==> src/rtl/afifo_pkg.sv <==
// Package afifo_pkg
// Holds the types and helpers shared by the audio word FIFO modules.
// Assumes: no state; this package is only compiled.
package afifo_pkg;

    // Which side the instance serves; this decides the meaning of the warning.
    typedef enum logic {
        DIR_OUT = 1'b0,   // codec to bus: warn near full
        DIR_IN  = 1'b1    // bus to codec: warn near empty
    } dir_e;

    // Build an alternating word: odd bit positions 1, even ones 0 (16 bits -> 16'hAAAA).
    function automatic logic [63:0] alt_pattern(input int unsigned width);
        logic [63:0] v;
        v = '0;
        for (int unsigned i = 0; i < 64; i++) begin
            if (i < width && (i % 2) == 1) v[i] = 1'b1;
        end
        return v;
    endfunction

endpackage

==> src/rtl/afifo_ctrl.sv <==
// Module afifo_ctrl
// Keeps the read and write pointers and the fill level. It turns raw strobes
// into accepted push and pop events: a push is refused when full, and a pop is
// refused when empty.
// Assumes: DEPTH >= 2; the pointers wrap at DEPTH-1 for any depth.
module afifo_ctrl #(
    parameter int DEPTH = 8,
    localparam int PTR_W = $clog2(DEPTH),
    localparam int CNT_W = $clog2(DEPTH + 1)
) (
    input  logic             clk,
    input  logic             rst_n,
    input  logic             wr_en,
    input  logic             rd_en,
    output logic             push,
    output logic             pop,
    output logic [PTR_W-1:0] wptr,
    output logic [PTR_W-1:0] rptr,
    output logic [CNT_W-1:0] level,
    output logic [CNT_W-1:0] level_nxt
);

    localparam logic [CNT_W-1:0] LVL_MAX  = CNT_W'(DEPTH);
    localparam logic [PTR_W-1:0] PTR_LAST = PTR_W'(DEPTH - 1);

    // Accept events only where they keep the store consistent.
    always_comb begin
        push = wr_en && (level != LVL_MAX);
        pop  = rd_en && (level != '0);
    end

    // Next fill level from the accepted events.
    always_comb begin
        level_nxt = level;
        if (push && !pop)      level_nxt = level + 1'b1;
        else if (pop && !push) level_nxt = level - 1'b1;
    end

    // Register the level and advance the pointers with wrap.
    always_ff @(posedge clk) begin
        if (!rst_n) begin
            level <= '0;
            wptr  <= '0;
            rptr  <= '0;
        end else begin
            level <= level_nxt;
            if (push) wptr <= (wptr == PTR_LAST) ? '0 : wptr + 1'b1;
            if (pop)  rptr <= (rptr == PTR_LAST) ? '0 : rptr + 1'b1;
        end
    end


    level_bound_chk: assert property (@(posedge clk) disable iff (!rst_n)
        level <= LVL_MAX);


    both_hold_chk: assert property (@(posedge clk) disable iff (!rst_n)
        (wr_en && rd_en && level != '0 && level != LVL_MAX) |=> level == $past(level));


    empty_stays_chk: assert property (@(posedge clk) disable iff (!rst_n)
        (rd_en && !wr_en && level == '0) |=> level == '0);


    full_stays_chk: assert property (@(posedge clk) disable iff (!rst_n)
        (wr_en && !rd_en && level == LVL_MAX) |=> level == LVL_MAX);

endmodule

==> src/rtl/afifo_store.sv <==
// Module afifo_store
// Word storage plus the registered read port. An accepted pop returns the word
// at the read pointer. A read strobe without a pop returns the fill pattern.
// With no read strobe, the read port keeps its value.
// Assumes: push and pop are already qualified by afifo_ctrl.
module afifo_store
    import afifo_pkg::*;
#(
    parameter int WIDTH = 16,
    parameter int DEPTH = 8,
    localparam int PTR_W = $clog2(DEPTH)
) (
    input  logic             clk,
    input  logic             rst_n,
    input  logic             push,
    input  logic             pop,
    input  logic             rd_en,
    input  logic [PTR_W-1:0] wptr,
    input  logic [PTR_W-1:0] rptr,
    input  logic [WIDTH-1:0] wr_data,
    output logic [WIDTH-1:0] rd_data
);

    localparam logic [63:0]      PAT_FULL = alt_pattern(WIDTH);
    localparam logic [WIDTH-1:0] FILL_PAT = PAT_FULL[WIDTH-1:0];

    logic [WIDTH-1:0] mem [DEPTH];

    // Store the accepted word; the array itself needs no reset.
    always_ff @(posedge clk) begin
        if (push) mem[wptr] <= wr_data;
    end

    // Drive the read port: the stored word, the fill pattern, or hold.
    always_ff @(posedge clk) begin
        if (!rst_n) begin
            rd_data <= '0;
        end else if (rd_en) begin
            rd_data <= pop ? mem[rptr] : FILL_PAT;
        end
    end


    fill_word_chk: assert property (@(posedge clk) disable iff (!rst_n)
        (rd_en && !pop) |=> rd_data == FILL_PAT);


    read_hold_chk: assert property (@(posedge clk) disable iff (!rst_n)
        !rd_en |=> $stable(rd_data));

endmodule

==> src/rtl/afifo_flags.sv <==
// Module afifo_flags
// Registers the level flags from the next fill level, so that they line up
// with the level register. It also makes the one-cycle event pulses. The
// warning rule comes from DIR: near full for the outgoing side, near empty
// for the incoming side.
// Assumes: level_nxt and level come from afifo_ctrl; SLACK < DEPTH.
module afifo_flags
    import afifo_pkg::*;
#(
    parameter int   DEPTH = 8,
    parameter int   SLACK = 3,
    parameter dir_e DIR   = DIR_OUT,
    localparam int CNT_W = $clog2(DEPTH + 1)
) (
    input  logic             clk,
    input  logic             rst_n,
    input  logic             wr_en,
    input  logic             rd_en,
    input  logic             push,
    input  logic             pop,
    input  logic [CNT_W-1:0] level,
    input  logic [CNT_W-1:0] level_nxt,
    output logic             full,
    output logic             empty,
    output logic             warn,
    output logic             warn_rise,
    output logic             drop_pulse,
    output logic             under_pulse
);

    localparam logic [CNT_W-1:0] LVL_MAX  = CNT_W'(DEPTH);
    localparam logic [CNT_W-1:0] HI_MARK  = CNT_W'(DEPTH - SLACK);
    localparam logic [CNT_W-1:0] LO_MARK  = CNT_W'(SLACK);
    localparam logic             WARN_RST = (DIR == DIR_IN);

    logic warn_nxt;

    // Pick the warning rule for this direction.
    generate
        if (DIR == DIR_OUT) begin : g_near_full
            always_comb warn_nxt = (level_nxt >= HI_MARK);
        end else begin : g_near_empty
            always_comb warn_nxt = (level_nxt <= LO_MARK);
        end
    endgenerate

    // Register the level flags and the event pulses.
    always_ff @(posedge clk) begin
        if (!rst_n) begin
            full        <= 1'b0;
            empty       <= 1'b1;
            warn        <= WARN_RST;
            warn_rise   <= 1'b0;
            drop_pulse  <= 1'b0;
            under_pulse <= 1'b0;
        end else begin
            full        <= (level_nxt == LVL_MAX);
            empty       <= (level_nxt == '0);
            warn        <= warn_nxt;
            warn_rise   <= warn_nxt && !warn;
            drop_pulse  <= wr_en && !push;
            under_pulse <= rd_en && !pop;
        end
    end


    full_match_chk: assert property (@(posedge clk) disable iff (!rst_n)
        full == (level == LVL_MAX));


    drop_pulse_chk: assert property (@(posedge clk) disable iff (!rst_n)
        (wr_en && full) |=> drop_pulse);


    under_pulse_chk: assert property (@(posedge clk) disable iff (!rst_n)
        (rd_en && empty) |=> under_pulse);


    warn_rise_chk: assert property (@(posedge clk) disable iff (!rst_n)
        warn_rise |-> (warn && !$past(warn)));


    generate
        if (DIR == DIR_OUT) begin : g_chk_out

            warn_out_chk: assert property (@(posedge clk) disable iff (!rst_n)
                warn == (level >= HI_MARK));
        end else begin : g_chk_in

            warn_in_chk: assert property (@(posedge clk) disable iff (!rst_n)
                warn == (level <= LO_MARK));
        end
    endgenerate

endmodule

==> src/rtl/audio_word_fifo.sv <==
// Module audio_word_fifo
// Top of the coded audio word FIFO. It ties the pointer control, the storage
// and the flag logic together. One instance serves each direction, chosen by DIR.
// Assumes: strobes are synchronous to clk; reset is synchronous, active low.
module audio_word_fifo
    import afifo_pkg::*;
#(
    parameter int   WIDTH = 16,
    parameter int   DEPTH = 8,
    parameter int   SLACK = 3,
    parameter dir_e DIR   = DIR_OUT,
    localparam int PTR_W = $clog2(DEPTH),
    localparam int CNT_W = $clog2(DEPTH + 1)
) (
    input  logic             clk,
    input  logic             rst_n,
    input  logic             wr_en,
    input  logic [WIDTH-1:0] wr_data,
    input  logic             rd_en,
    output logic [WIDTH-1:0] rd_data,
    output logic [CNT_W-1:0] level,
    output logic             full,
    output logic             empty,
    output logic             warn,
    output logic             warn_rise,
    output logic             drop_pulse,
    output logic             under_pulse
);

    logic             push;
    logic             pop;
    logic [PTR_W-1:0] wptr;
    logic [PTR_W-1:0] rptr;
    logic [CNT_W-1:0] level_nxt;

    afifo_ctrl #(.DEPTH(DEPTH)) ctrl_i (
        .clk       (clk),
        .rst_n     (rst_n),
        .wr_en     (wr_en),
        .rd_en     (rd_en),
        .push      (push),
        .pop       (pop),
        .wptr      (wptr),
        .rptr      (rptr),
        .level     (level),
        .level_nxt (level_nxt)
    );

    afifo_store #(.WIDTH(WIDTH), .DEPTH(DEPTH)) store_i (
        .clk     (clk),
        .rst_n   (rst_n),
        .push    (push),
        .pop     (pop),
        .rd_en   (rd_en),
        .wptr    (wptr),
        .rptr    (rptr),
        .wr_data (wr_data),
        .rd_data (rd_data)
    );

    afifo_flags #(.DEPTH(DEPTH), .SLACK(SLACK), .DIR(DIR)) flags_i (
        .clk         (clk),
        .rst_n       (rst_n),
        .wr_en       (wr_en),
        .rd_en       (rd_en),
        .push        (push),
        .pop         (pop),
        .level       (level),
        .level_nxt   (level_nxt),
        .full        (full),
        .empty       (empty),
        .warn        (warn),
        .warn_rise   (warn_rise),
        .drop_pulse  (drop_pulse),
        .under_pulse (under_pulse)
    );


    full_pair_chk: assert property (@(posedge clk) disable iff (!rst_n)
        (wr_en && rd_en && full) |=> (level == CNT_W'(DEPTH - 1) && drop_pulse));


    empty_pair_chk: assert property (@(posedge clk) disable iff (!rst_n)
        (wr_en && rd_en && empty) |=> (level == CNT_W'(1) && under_pulse));

endmodule

==> config.mk <==
export PLATFORM = sky130hd
export DESIGN_NAME = audio_word_fifo
export DESIGN_NICKNAME = d
export VERILOG_FILES = /design/src/rtl/afifo_pkg.sv /design/src/rtl/afifo_ctrl.sv /design/src/rtl/afifo_store.sv /design/src/rtl/afifo_flags.sv /design/src/rtl/audio_word_fifo.sv
export SDC_FILE = /design/constraint.sdc
export NUM_CORES = 1
export LEC_CHECK = 0
export BUFFER_PORTS_ARGS = -buffer_cell sky130_fd_sc_hd__buf_2
export CAP_MARGIN = 10
export CORE_MARGIN = 8
export CORE_UTILIZATION = 50
export CTS_CLUSTER_SIZE = 14
export DETAILED_ROUTE_END_ITERATION = 10
export GPL_TIMING_DRIVEN = 0
export PLACE_DENSITY = 0.68
export SETUP_SLACK_MARGIN = 0.15
export SYNTH_ARGS = -nofsm -noshare
export SYNTH_HDL_FRONTEND = slang
export SYNTH_HIERARCHICAL = 1
export SYNTH_SLANG_ARGS = --single-unit
==> constraint.sdc <==
create_clock -name clk -period 5.8 [get_ports clk]
set_input_delay 0.29 -clock clk [delete_from_list [all_inputs] [get_ports clk]]
set_output_delay 0.29 -clock clk [all_outputs]
set_load 0.02 [all_outputs]
After elaboration in Yosys (flattened, before gate mapping)
Memory sizes are Yosys's and may differ from the RTL's. A register that Yosys moved wholly into a read port is not among the register bits. Cells that the tools add are included.

Muxes and demuxes: 9. Add/subtract/negate cells: 4. Reduce and logical (&&, ||, !) cells: 12. Equality and inequality tests: 4. Order comparisons: 1.

Operator list (number): $mux W16 (1); $mux W3 (4); $mux W4 (2); $logic_and A1 B1 Y1 (7); $add A3 B1 Y3 const B (2); $eq A3 B3 Y1 const B (2); $add A4 B1 Y4 const B (1); $eq A4 B4 Y1 const B (1); $ge A4 B3 Y1 const B (1); $logic_not A4 Y1 (1); $ne A4 B4 Y1 const B (1); $reduce_bool A4 Y1 (1); $sub A4 B1 Y4 const B (1); $logic_not A1 Y1 (3); $mux W1 (2).

Register bits: 32. Word-level logic and storage cells: 41. Bits in writable memories: 128. Output and inout port bits: 26. Memories kept: 1.

Memories: store_i.mem (depth 8, width 16, read ports 1, clocked after memory_dff 1, wr ports 1, RTL line afifo_store.sv:27) `logic [WIDTH-1:0] mem [DEPTH];`.

Depth between registers and ports, before layout
Word-level depth: 8. Mapped depth: 11. Gate-level depth less buffers: 9.

Hierarchy
The synthesis kept the hierarchy.

By module, submodules not included: afifo_store (cells each 288, sequential area each 4164.0 µm², area an instance 5451.5 µm², instances 1); afifo_ctrl (cells each 82, sequential area each 200.2 µm², area an instance 675.6 µm², instances 1); afifo_flags (cells each 14, sequential area each 120.1 µm², area an instance 188.9 µm², instances 1).

Worst setup path before layout
OpenSTA, ideal clock, no wires.

Kind: register to register. From: register ctrl_i.level[0]. To: memory store_i.mem[0][0] (enable). Data arrival time: 2625 ps. Data required time: 5391 ps. Stages on the path, launching flop included: 7. Clock period less this slack: 3035 ps. Path slack: 2765 ps. Cell sequence: dfxtp_1 -> inv_1 -> ha_1 -> nor2b_1 -> a21oi_2 -> nand2b_1 -> nor3_1.

Cells in the longest elaborated chain, start to end: 4.

Ends and longest elaborated chain: start, declared (RTL line afifo_ctrl.sv:19) `output logic [CNT_W-1:0] level,`; start signal, assigned (RTL line afifo_ctrl.sv:46) `level <= level_nxt;`; $ne A4 B4 Y1 (RTL line afifo_ctrl.sv:28) `push = wr_en && (level != LVL_MAX);`; $logic_and A1 B1 Y1 (RTL line afifo_ctrl.sv:28); net push (RTL line audio_word_fifo.sv:30) `logic push;`; $mux W1 (RTL line afifo_store.sv:31) `if (push) mem[wptr] <= wr_data;`; $mux W1 (not written as such) (RTL line afifo_store.sv:31); end, declared (RTL line afifo_store.sv:27).

The timed path passes the listed nets, and every way through them passes these cells.

Final worst setup path
From: register ctrl_i.level[0]. To: memory store_i.mem[4][8] (enable).

The elaborated chain is that of the path after synthesis.

==> results.md <==
* Critical path fanouts, max at 7
* Setup Skew at 6.28 ps
* Mapped Area at 6320 um2
* Clock Tree Buf Depth at 2
* Final WS setup at 2910 ps
* Residual DRC at 0
* RSZ-0062 raised after global routing: false
* CTS root buf: clkbuf_16
* Die width at 128 um
* Worst VDD drop at 0.234 mV
* Net Sw Power at 902 uW
* Run status: complete, no violations
* Clock-pin slew on the worst setup and hold paths at 60 ps
* CTS tree: built
* FF-to-FF setup slack at 2910 ps
* First-pass GRT wire length at 20900 um
* First drt pass iteration count at 5
* Initial antenna violation count at 1
* Top cells by area, synth: edfxtp_1 (61%), dfxtp_1 (10%), mux4_2 (8.2%), mux2i_1 (3.6%), nand2_1 (1.6%)
* Initial core utilization at 0.507
* Fillers at 921
* Avg Synthesized Cell Area at 16.4 um2
* Worst reg2reg path startpoint: ctrl_i/level[0]$_SDFF_PN0_
* Top Ports at 46
* Syn_nets at 410
* GRT Residual Overflow at 0
* Hold Path Class: in2reg
* Post-synth cell types at 41
* Critical path startpoint: ctrl_i/level[0]$_SDFF_PN0_
* Clk pwr share at 0.342
* Row cnt at 41
* Commonest non-fill, non-tap cell in the layout: edfxtp_1
* Logic pwr share at 0.225
* Clock sink count at 160
* Drt total wl at 13300 um
* CTS Hold Bufs at 0
* Number of global-route vias before repair at 3689
* Static leakage at 2.64 nW
* Resized Gates After CTS at 0
* HP Start: wr_data[6]
* Worst-Margin Slew at 744 ps
* Setup-failing EPs final at 0
* Dpl hpwl at 8620 um
* Seq/Total Area, Yosys at 0.710
* Max Cap Viol at 0
* Type of the worst setup path: reg2reg
* Core area at 12500 um2
* Final TNS setup at 0 ps
* Power Dens Cells at 424 nW/um2
* Synth Register Bits at 160
* Crit path launch type: register
* Tot GR Track Use at 0.174
* Final ANT Viol Nets at 0
* Final number of max-transition violations at 0
* Peak Freq at 346 MHz
* Vias per inst at 5.55
* Sw Ratio at 0.283
* Most frequent cells in the layout: edfxtp_1 (128), buf_2 (51), dfxtp_1 (32), nand2_1 (27)
* Top-area cell type share of the netlist area at 0.609
* Worst Path Arrival at 3020 ps
* RD Place Congestion at 0.781
* 1st-iter DRT viols at 207
* Layout area overhead at 19.2%
* Pin count of the biggest net entering global routing at 17
* Synthesis Warnings at 6
* Die height at 128 um
* Layout cell share with drive strength beyond 1 at 0.295
* Sequential share of power at 0.433
* Postcts setup bufs at 0
* Vias at 3568
* DP Worst Slack at 2990 ps
* Crit. End Element: register
* Clk_lat worst skew at 420 ps
* # nets final at 484
* Cts bufs inserted at 17
* WP data required at 5930 ps
* CTS H-tree depth at 4
* WL/cell at 20.6 um
* Final Hold Viols at 0
* Antenna diode count at 0
* DIE AREA at 16500 um2
* Yosys top cell by area: edfxtp_1
* Slew margin rel. at 0.502
* Minimum clock period at 2890 ps
* Crit share post-route at 0.498
* Pint at 2.29 mW
* Cells after synthesis at 384
* Port bufs at 45
==> final cells by class <==
type,instances,area [um2],share of cell area
inverters,5,18.8,0.00249
clock inverters,15,159,0.0211
plain buffers,17,143,0.0190
multi-input cells,202,1700,0.225
repair buffers,55,385,0.0512
flip-flops and latches,160,4480,0.596
well taps,172,215,0.0286
clock buffers,17,425,0.0565
==> worst paths after layout <==
path              cells past startpoint                      endpoint
setup / recovery                      8   store_i/mem[4][8]$_DFFE_PP_
hold / removal                        1   store_i/mem[3][6]$_DFFE_PP_
setup reg to reg                      8   store_i/mem[4][8]$_DFFE_PP_
hold reg to reg                       1  flags_i/warn_rise$_SDFF_PN0_
==> routing by layer <==
metal  global-route usage  wire length (um)
met1                0.214              5690
met2                0.287              6590
met3               0.0476               771
met4               0.0671               196
met5                    0                13
==> worst max-delay path, cell delays in order, from the launching register on <==
cell and delay [ps]:
dfxtp_1 460, inv_1 70, ha_1 300, nor2b_1 220
a21oi_2 340, nand2_1 240, nor3_2 560, buf_6 230
buf_6 160
==> Yosys cell counts <==
cell and instances:
a211oi_1 1, a21oi_1 15, a21oi_2 2, a22oi_1 9, a31oi_1 1, and2_1 4, and2_4 1, and3b_1 1
and3b_2 2, buf_1 1, buf_12 3, buf_2 6, buf_4 1, buf_6 1, buf_8 1, clkbuf_1 4
dfxtp_1 32, edfxtp_1 128, ha_1 6, inv_1 5, mux2i_1 23, mux4_1 1, mux4_2 23, nand2_1 27
nand2b_1 13, nand2b_4 1, nand3b_1 1, nor2_1 25, nor2b_1 4, nor3_1 4, nor3b_1 1, nor4_2 1
o211ai_1 1, o21ai_0 10, o21ai_1 9, o22ai_1 11, o31ai_1 1, o41ai_2 1, or3_1 1, or4_4 1
xor2_1 1
==> cells by family after synthesis <==
| family | share of synthesized area |
|---|---|
| DFF | 0.710 |
| and+or+nand+nor | 0.0701 |
| AOI/OAI and AO/OA | 0.0584 |
| muxes | 0.123 |
| buffers and inverters | 0.0256 |
| adders and majority gates | 0.0119 |
| xor gates and xnor gates | 0.00139 |
==> registers in the layout, indices dropped and copies added (netlist names) <==
name and flops:
flags_i/full 1, flags_i/empty 1, flags_i/warn_rise 1, store_i/mem 128, flags_i/under_pulse 1, store_i/rd_data 16
ctrl_i/level 4, flags_i/warn 1, ctrl_i/rptr 3, flags_i/drop_pulse 1, ctrl_i/wptr 3
==> metrics by stage <==
| step | hold slack [ps] | std cells | util | power [mW] | instance area [um2] |
|---|---|---|---|---|---|
| 3_5_place_dp | 405 | 611 | 0.557 | 2.12 | 6940 |
| 4_1_cts | 112 | 643 | 0.604 | 3.21 | 7530 |
| 3_3_place_gp | 396 | 601 | 0.542 | 2.08 | 6760 |
| 5_1_grt | 121 | 643 | 0.604 | 3.33 | 7530 |
| 2_1_floorplan | 346 | 384 | - | 1.92 | 6320 |
| 6_report | 130 | 643 | 0.604 | 3.19 | 7530 |
==> power by group through the flow <==
stage / logic, mW / registers [mW] / clock network [mW]
2_1_floorplan: 0.481 / 1.44 / 0
3_3_place_gp: 0.677 / 1.40 / 0
3_5_place_dp: 0.720 / 1.40 / 0
4_1_cts: 0.724 / 1.38 / 1.11
5_1_grt: 0.783 / 1.39 / 1.16
6_report: 0.719 / 1.38 / 1.09
Note: power is estimated with default switching activity, not from simulation.
